[src/rtl/pktbox_pkg.sv]
package pktbox_pkg;
   // Byte offsets within the 0x40 register window
   localparam logic [5:0] A_IDLO   = 6'h00;
   localparam logic [5:0] A_IDHI   = 6'h04;
   localparam logic [5:0] A_BUSY   = 6'h08;
   localparam logic [5:0] A_RXCNT  = 6'h0C;
   localparam logic [5:0] A_TXCNT  = 6'h10;
   localparam logic [5:0] A_INTCTL = 6'h14;
   localparam logic [5:0] A_INFO   = 6'h18;
   localparam logic [5:0] A_RXDAT  = 6'h1C;
   localparam logic [5:0] A_TXDAT  = 6'h20;

   typedef enum logic [1:0] {TX_IDLE, TX_LOAD, TX_SEND} tx_state_t;
endpackage

[src/rtl/pktbox_rx.sv]
module pktbox_rx #(
   parameter int DEPTH = 16,
   parameter int CNT_W = 17
) (
   input  logic             clk,
   input  logic             rst_n,
   input  logic             in_valid,
   input  logic [7:0]       in_data,
   input  logic             in_last,
   input  logic             pop,
   output logic             in_ready,
   output logic [CNT_W-1:0] count,
   output logic [7:0]       byte_out,
   output logic             active,
   output logic             done
);
   localparam int PW = $clog2(DEPTH + 1);
   localparam int IW = $clog2(DEPTH);

   logic [7:0]    mem [0:DEPTH-1];
   logic [PW-1:0] wptr;
   logic [IW-1:0] rptr;
   logic          accept, take;

   // new packets only enter an empty store
   assign in_ready = (count == '0) && (wptr < PW'(DEPTH));
   assign accept   = in_valid && in_ready;
   assign take     = pop && (count != '0);
   assign done     = accept && in_last;
   assign active   = (wptr != '0);
   assign byte_out = (count != '0) ? mem[rptr] : 8'h00;

   always_ff @(posedge clk) begin
      if (accept) mem[wptr[IW-1:0]] <= in_data;
   end

   always_ff @(posedge clk) begin
      if (!rst_n) begin
         wptr  <= '0;
         rptr  <= '0;
         count <= '0;
      end else if (accept) begin
         if (in_last) begin
            count <= CNT_W'(wptr) + CNT_W'(1);
            wptr  <= '0;
            rptr  <= '0;
         end else begin
            wptr <= wptr + PW'(1);
         end
      end else if (take) begin
         rptr  <= rptr + IW'(1);
         count <= count - CNT_W'(1);
      end
   end
endmodule

[src/rtl/pktbox_tx.sv]
module pktbox_tx
   import pktbox_pkg::*;
#(
   parameter int DEPTH = 16,
   parameter int CNT_W = 17
) (
   input  logic             clk,
   input  logic             rst_n,
   input  logic             len_wr,
   input  logic [CNT_W-1:0] len_val,
   input  logic             byte_wr,
   input  logic [7:0]       byte_val,
   input  logic             out_ready,
   output logic             out_valid,
   output logic [7:0]       out_data,
   output logic             out_last,
   output logic [CNT_W-1:0] count,
   output logic             active,
   output logic             done
);
   localparam int IW = $clog2(DEPTH);

   tx_state_t        state;
   logic [7:0]       mem [0:DEPTH-1];
   logic [CNT_W-1:0] ptr;
   logic             len_ok, at_end;

   assign len_ok    = (len_val != '0) && (len_val <= CNT_W'(DEPTH));
   assign at_end    = (ptr + CNT_W'(1)) == count;
   assign out_valid = (state == TX_SEND);
   assign out_data  = mem[ptr[IW-1:0]];
   assign out_last  = out_valid && at_end;
   assign done      = out_valid && out_ready && at_end;
   assign active    = (state != TX_IDLE);

   always_ff @(posedge clk) begin
      if (state == TX_LOAD && byte_wr) mem[ptr[IW-1:0]] <= byte_val;
   end

   always_ff @(posedge clk) begin
      if (!rst_n) begin
         state <= TX_IDLE;
         count <= '0;
         ptr   <= '0;
      end else begin
         case (state)
            TX_IDLE: if (len_wr && len_ok) begin
               count <= len_val;
               ptr   <= '0;
               state <= TX_LOAD;
            end
            TX_LOAD: if (byte_wr) begin
               if (at_end) begin
                  ptr   <= '0;
                  state <= TX_SEND;
               end else begin
                  ptr <= ptr + CNT_W'(1);
               end
            end
            TX_SEND: if (out_ready) begin
               if (at_end) begin
                  count <= '0;
                  ptr   <= '0;
                  state <= TX_IDLE;
               end else begin
                  ptr <= ptr + CNT_W'(1);
               end
            end
            default: state <= TX_IDLE;
         endcase
      end
   end
endmodule

[src/rtl/pktbox_irq.sv]
module pktbox_irq (
   input  logic        clk,
   input  logic        rst_n,
   input  logic        tx_set,
   input  logic        rx_set,
   input  logic        wr,
   input  logic [31:0] wdata,
   input  logic        rd,
   output logic [31:0] status,
   output logic        irq
);
   logic f_tx, f_rx, f_tst, armed;

   assign status = {f_tst, 29'b0, f_rx, f_tx};
   assign irq    = f_tx | f_rx | f_tst;

   always_ff @(posedge clk) begin
      if (!rst_n) begin
         f_tx  <= 1'b0;
         f_rx  <= 1'b0;
         f_tst <= 1'b0;
         armed <= 1'b0;
      end else begin
         f_tx <= tx_set | (f_tx & ~(wr & wdata[0]));
         f_rx <= rx_set | (f_rx & ~(wr & wdata[1]));
         if (wr && wdata[31]) begin
            f_tst <= 1'b1;
            armed <= 1'b0;
         end else if (wr && wdata == 32'h0 && armed) begin
            f_tst <= 1'b0;
            armed <= 1'b0;
         end else if (rd && f_tst) begin
            armed <= 1'b1;
         end
      end
   end
endmodule

[src/rtl/pktbox.sv]
module pktbox
   import pktbox_pkg::*;
#(
   parameter int          BUF_DEPTH = 16,
   parameter int          CNT_W     = 17,
   parameter int          VERSION   = 1,
   parameter logic [31:0] IRQ_INFO  = 32'd2
) (
   input  logic        clk,
   input  logic        rst_n,
   input  logic        hst_rd,
   input  logic        hst_wr,
   input  logic [5:0]  hst_addr,
   input  logic [31:0] hst_wdata,
   output logic [31:0] hst_rdata,
   output logic        irq,
   input  logic        in_valid,
   input  logic [7:0]  in_data,
   input  logic        in_last,
   output logic        in_ready,
   output logic        out_valid,
   output logic [7:0]  out_data,
   output logic        out_last,
   input  logic        out_ready
);
   localparam logic [63:0] DEV_ID =
      {8'(8'h30 + VERSION), "X", "O", "B", "M", "T", "K", "P"};

   if (BUF_DEPTH < 2 || BUF_DEPTH > 65536 || CNT_W < 17 || CNT_W > 32 ||
       VERSION < 0 || VERSION > 9) begin : g_param_err
      $error("pktbox: parameter out of range");
   end

   logic [CNT_W-1:0] rx_count, tx_count;
   logic [7:0]       rx_byte;
   logic             rx_active, tx_active, rx_done, tx_done, busy;
   logic [31:0]      irq_status;

   assign busy = rx_active | tx_active;

   pktbox_rx #(.DEPTH(BUF_DEPTH), .CNT_W(CNT_W)) u_rx (
      .clk(clk), .rst_n(rst_n),
      .in_valid(in_valid), .in_data(in_data), .in_last(in_last),
      .pop(hst_rd && hst_addr == A_RXDAT),
      .in_ready(in_ready), .count(rx_count), .byte_out(rx_byte),
      .active(rx_active), .done(rx_done)
   );

   pktbox_tx #(.DEPTH(BUF_DEPTH), .CNT_W(CNT_W)) u_tx (
      .clk(clk), .rst_n(rst_n),
      .len_wr(hst_wr && hst_addr == A_TXCNT), .len_val(hst_wdata[CNT_W-1:0]),
      .byte_wr(hst_wr && hst_addr == A_TXDAT), .byte_val(hst_wdata[7:0]),
      .out_ready(out_ready), .out_valid(out_valid), .out_data(out_data),
      .out_last(out_last), .count(tx_count), .active(tx_active), .done(tx_done)
   );

   pktbox_irq u_irq (
      .clk(clk), .rst_n(rst_n),
      .tx_set(tx_done), .rx_set(rx_done),
      .wr(hst_wr && hst_addr == A_INTCTL), .wdata(hst_wdata),
      .rd(hst_rd && hst_addr == A_INTCTL),
      .status(irq_status), .irq(irq)
   );

   always_comb begin
      case (hst_addr)
         A_IDLO:   hst_rdata = DEV_ID[31:0];
         A_IDHI:   hst_rdata = DEV_ID[63:32];
         A_BUSY:   hst_rdata = {31'b0, busy};
         A_RXCNT:  hst_rdata = 32'(rx_count);
         A_TXCNT:  hst_rdata = 32'(tx_count);
         A_INTCTL: hst_rdata = irq_status;
         A_INFO:   hst_rdata = IRQ_INFO;
         A_RXDAT:  hst_rdata = {24'b0, rx_byte};
         default:  hst_rdata = 32'h0;
      endcase
   end
endmodule

[config.mk]
export PLATFORM = sky130hd
export DESIGN_NAME = pktbox
export DESIGN_NICKNAME = d
export VERILOG_FILES = /design/src/rtl/pktbox_pkg.sv /design/src/rtl/pktbox_rx.sv /design/src/rtl/pktbox_tx.sv /design/src/rtl/pktbox_irq.sv /design/src/rtl/pktbox.sv
export SDC_FILE = /design/constraint.sdc
export NUM_CORES = 1
export LEC_CHECK = 0
export BUFFER_PORTS_ARGS = -buffer_cell sky130_fd_sc_hd__buf_2
export CAP_MARGIN = 20
export CORE_MARGIN = 2
export CORE_UTILIZATION = 35
export CTS_CLUSTER_SIZE = 24
export DETAILED_ROUTE_END_ITERATION = 10
export HOLD_SLACK_MARGIN = 0.05
export RECOVER_POWER = 50
export SLEW_MARGIN = 40
export SYNTH_ARGS = -nofsm -noshare
export SYNTH_HDL_FRONTEND = slang
export SYNTH_HIERARCHICAL = 1
export SYNTH_SLANG_ARGS = --single-unit
[constraint.sdc]
create_clock -name clk -period 3.48 [get_ports clk]
set_input_delay 0.348 -clock clk [delete_from_list [all_inputs] [get_ports clk]]
set_output_delay 0.348 -clock clk [all_outputs]
set_load 0.02 [all_outputs]
==> impl_metrics.prom <==
# TYPE chip_impl_metric gauge
chip_impl_metric{name="synth-adder-area-share",unit="%"} 1.406
chip_impl_metric{name="synth_compound_gate_area_share",unit="%"} 7.591
chip_impl_metric{name="report.final.setup_viol",unit=""} 0
chip_impl_metric{name="grt_start_max_net_pins",unit=""} 33
chip_impl_metric{name="fin_crit_sh",unit="%"} 98.38
chip_impl_metric{name="internal",unit="mW"} 6.485
chip_impl_metric{name="cts_sinks",unit=""} 330
chip_impl_metric{name="drt.antenna.violating_nets",unit=""} 0
chip_impl_metric{name="period_needed",unit="ns"} 3.424
chip_impl_metric{name="switchingPower",unit="mW"} 1.976
chip_impl_metric{name="worst_clock_skew",unit="ns"} 0.005583
chip_impl_info{name="clock-root-buffer",value="sky130_fd_sc_hd__clkbuf_16"} 1
chip_impl_metric{name="clkLatencyLatePin",unit="ns"} 0.52
chip_impl_metric{name="yosys_register_bits",unit=""} 330
chip_impl_metric{name="drt_drc_violations_left",unit=""} 0
chip_impl_metric{name="cts_made_buffers",unit=""} 35
chip_impl_info{name="most-common-layout-cells",value="sky130_fd_sc_hd__edfxtp_1, sky130_fd_sc_hd__mux4_2, sky130_fd_sc_hd__buf_2"} 1
chip_impl_metric{name="postSynthCellCount",unit=""} 1080
chip_impl_metric{name="detailedPlacementHpwl",unit="µm"} 25390
chip_impl_metric{name="arrival",unit="ns"} 3.08
chip_impl_metric{name="achievable-frequency",unit="MHz"} 292.1
chip_impl_info{name="synthFlopType",value="sky130_fd_sc_hd__edfxtp_1"} 1
chip_impl_metric{name="grt_pass1_wl",unit="µm"} 55190
chip_impl_metric{name="synthMuxAreaShare",unit="%"} 12.42
chip_impl_metric{name="initialDrtViolationCount",unit=""} 849
chip_impl_metric{name="finalMaxSlewViolations",unit=""} 0
chip_impl_metric{name="cp.required",unit="ns"} 3.13
chip_impl_metric{name="die_area",unit="µm²"} 44910
chip_impl_metric{name="maxCapViolCount",unit=""} 0
chip_impl_metric{name="synthXorXnorAreaFrac",unit="%"} 1.621
chip_impl_metric{name="die_y",unit="µm"} 211.9
chip_impl_metric{name="critical-path-max-stage-delay",unit="ns"} 0.53
chip_impl_metric{name="hold_viol",unit=""} 0
chip_impl_metric{name="post_cts_hold_buffer_count",unit=""} 0
chip_impl_info{name="largest_family_of_logic_cells_by_synthesized_area",value="multiplexers"} 1
chip_impl_info{name="hp-class",value="in2reg"} 1
chip_impl_metric{name="power.leakage",unit="nW"} 5.844
chip_impl_metric{name="port_buffers",unit=""} 92
chip_impl_metric{name="syn_area",unit="µm²"} 15130
chip_impl_info{name="cp-end-kind",value="output port"} 1
chip_impl_metric{name="grt.overflow.total",unit=""} 0
chip_impl_metric{name="final_area",unit="µm²"} 17470
chip_impl_info{name="critical_path_class",value="reg2out"} 1
chip_impl_info{name="mostFrequentLayoutCell",value="sky130_fd_sc_hd__edfxtp_1"} 1
chip_impl_metric{name="gpl.final_weighted_congestion",unit=""} 0.9243
chip_impl_metric{name="highest_ir_drop_seen_on_vdd",unit="mV"} 0.4905
chip_impl_metric{name="worst-path-max-fanout",unit=""} 8
chip_impl_metric{name="multi_input_comb_area",unit="µm²"} 5429
chip_impl_metric{name="placement.cell_area",unit="µm²"} 16380
chip_impl_metric{name="dp_worst_setup_slack",unit="ns"} -0.2889
chip_impl_metric{name="clk_pin_slew",unit="ns"} 0.06
chip_impl_metric{name="layout-drive-gt1-share",unit="%"} 24.51
chip_impl_info{name="cp-start-kind",value="flop"} 1
chip_impl_metric{name="dr.pass1.iters",unit=""} 8
chip_impl_metric{name="cts_htree_levels",unit=""} 2
chip_impl_metric{name="placement_rows",unit=""} 76
chip_impl_metric{name="p_sw_share",unit="%"} 23.35
chip_impl_metric{name="clkPwrFrac",unit="%"} 40.0
chip_impl_metric{name="vias_in_the_first_global_route",unit=""} 9228
chip_impl_metric{name="post_synth_num_cell_types",unit=""} 82
chip_impl_metric{name="synth-seq-area-share",unit="%"} 60.59
chip_impl_metric{name="cts_max_path_buffers",unit=""} 3
chip_impl_info{name="outcome",value="complete, no violations"} 1
chip_impl_metric{name="grt.total_usage",unit="%"} 16.17
chip_impl_metric{name="synth-warning-count",unit=""} 6
chip_impl_info{name="critical_path.most_common_cell",value="sky130_fd_sc_hd__mux4_2"} 1
chip_impl_metric{name="syn_avg_cell_area",unit="µm²"} 14.01
chip_impl_metric{name="area.sequential",unit="µm²"} 9176
chip_impl_metric{name="dp_cells",unit=""} 1755
chip_impl_metric{name="fp.coreArea",unit="µm²"} 42890
chip_impl_metric{name="postRouteWirelength",unit="µm"} 36390
chip_impl_metric{name="via_count",unit=""} 9608
chip_impl_info{name="tritoncts",value="built"} 1
chip_impl_metric{name="power_per_cell_area",unit="nW/µm²"} 484.4
chip_impl_metric{name="synthSimpleGateAreaFrac",unit="%"} 11.90
chip_impl_metric{name="relSlewSlack",unit="%"} 27.99
chip_impl_metric{name="synth-async-reset-ratio",unit="%"} 0
chip_impl_metric{name="antenna_found_initial",unit=""} 1
chip_impl_metric{name="post-route-worst-setup-slack",unit="ns"} 0.05636
chip_impl_metric{name="area_growth_syn_to_layout",unit="%"} 15.42
chip_impl_metric{name="synth_enable_flop_cells",unit=""} 256
chip_impl_metric{name="seq_power_share",unit="%"} 51.2
chip_impl_metric{name="floorplan.io_pins",unit=""} 97
chip_impl_metric{name="comb_power_share",unit="%"} 8.8
chip_impl_metric{name="wl_per_cell",unit="µm"} 19.97
chip_impl_metric{name="post_layout_nonfiller_instances",unit=""} 1822
chip_impl_metric{name="fin_tns_setup",unit="ns"} 0
chip_impl_metric{name="fin_nets",unit=""} 1280
chip_impl_metric{name="max_slew.worst_pin.slew",unit="ns"} 1.080
chip_impl_info{name="crit_chain",value="clkbuf_16, mux4_2, mux4_2, and2_1, a222oi_1, nand2_1, buf_2"} 1
chip_impl_metric{name="die_width",unit="µm"} 211.9
chip_impl_metric{name="layout.filler_cells",unit=""} 3992
chip_impl_info{name="rsz0062_at_grt",value="true"} 1
chip_impl_metric{name="start_util",unit="%"} 35.28
chip_impl_info{name="slowest_stage",value="sky130_fd_sc_hd__mux4_2"} 1
chip_impl_metric{name="route.detailed.vias_per_inst",unit=""} 5.273
==> sequential cells by signal, indices dropped and copies added, names as in the netlist, named ones only <==
signal,count
u_irq/armed,1
u_irq/f_rx,1
u_irq/f_tst,1
u_irq/f_tx,1
u_rx/count,17
u_rx/mem,128
u_rx/rptr,4
u_rx/wptr,5
u_tx/count,17
u_tx/mem,128
u_tx/ptr,17
u_tx/state,2
==> what timing repair did <==
action / CTS / global route
pin swaps: 1 / 0
buffers inserted: 1 / 0
gates resized for setup: 1 / 15
setup endpoints to repair: 4 / 24
gates cloned: 1 / 1
==> power groups by stage <==
stage	clock network (mW)	logic, mW	registers (mW)
after global placement	0	0.720	4.41
final	3.38	0.747	4.33
after detailed placement	0	0.729	4.42
after global routing	3.63	0.818	4.34
after CTS	3.47	0.733	4.33
after floorplan	0	0.514	4.40
==> per-layer routing <==
layer / track usage (%) / part of all wire, % / wire length, µm / vias up
met5: 0 / 0 / 0 / -
met3: 2.833 / 5.8 / 2122 / 48
met1: 22.93 / 45 / 16440 / 4862
met4: 4.055 / 1.9 / 676 / 0
met2: 25.77 / 47 / 17150 / 296
li1: - / - / - / 4402
==> logic make-up after synthesis <==
group | after synthesis
other cells | 1
xor+xnor | 28
flops | 330
compound gates | 162
simple gates | 327
fa+ha+maj | 17
mux | 87
buf+inv | 128
==> worst max-delay path: cells and delay by family, from the launching register on <==
kind | cells | cell delay, ns
and+or+nand+nor | 2 | 0.37
AOI/OAI and AO/OA | 1 | 0.32
DFF | 1 | 0.42
muxes | 2 | 1.05
buffers and inverters | 2 | 0.40
==> worst paths after layout <==
path | start | endpoint | slack [ns] | cells after the start
setup / recovery | flop | hst_rdata[3] | 0.06 | 7
hold / removal | hst_wdata[31] | u_irq/f_tst | 0.16 | 3
setup reg to reg | u_tx/ptr[0] | u_tx/ptr[12] | 0.37 | 9
hold reg to reg | u_tx/count[16] | u_tx/count[16] | 0.48 | 2
==> synth_stat cells, types with 23 or more instances <==
| master | n | share of area (%) |
|---|---|---|
| sky130_fd_sc_hd__a21oi_1 | 42 | 1.4 |
| sky130_fd_sc_hd__dfxtp_1 | 74 | 9.8 |
| sky130_fd_sc_hd__inv_1 | 36 | 0.89 |
| sky130_fd_sc_hd__and2_1 | 23 | 0.95 |
| sky130_fd_sc_hd__edfxtp_1 | 256 | 51 |
| sky130_fd_sc_hd__clkbuf_1 | 27 | 0.67 |
| sky130_fd_sc_hd__nand2_1 | 69 | 1.7 |
| sky130_fd_sc_hd__o21ai_0 | 30 | 0.99 |
| sky130_fd_sc_hd__nor2_1 | 62 | 1.5 |
| sky130_fd_sc_hd__buf_4 | 33 | 1.6 |
| sky130_fd_sc_hd__mux4_2 | 80 | 12 |
| sky130_fd_sc_hd__nor3_1 | 30 | 0.99 |
==> layout make-up <==
type	count	share of cell area (%)
Antenna cell	1	0.01433
Clock buffer	48	5.416
Clock inverter	15	0.4943
Inverter	36	0.7737
Multi-Input combinational cell	650	31.08
Sequential cell	330	52.54
Tap cell	585	4.191
Timing Repair Buffer	157	5.487
==> stage by stage <==
stage	power, mW	hold WS (ns)	util (%)
final	8.461	0.1644	40.73
after global routing	8.785	0.1643	40.72
after CTS	8.539	0.1387	40.71
after detailed placement	5.145	0.4684	38.20
after global placement	5.132	0.4619	38.20
after floorplan	4.915	0.4327	-
Power figures use the tool's default switching activity.
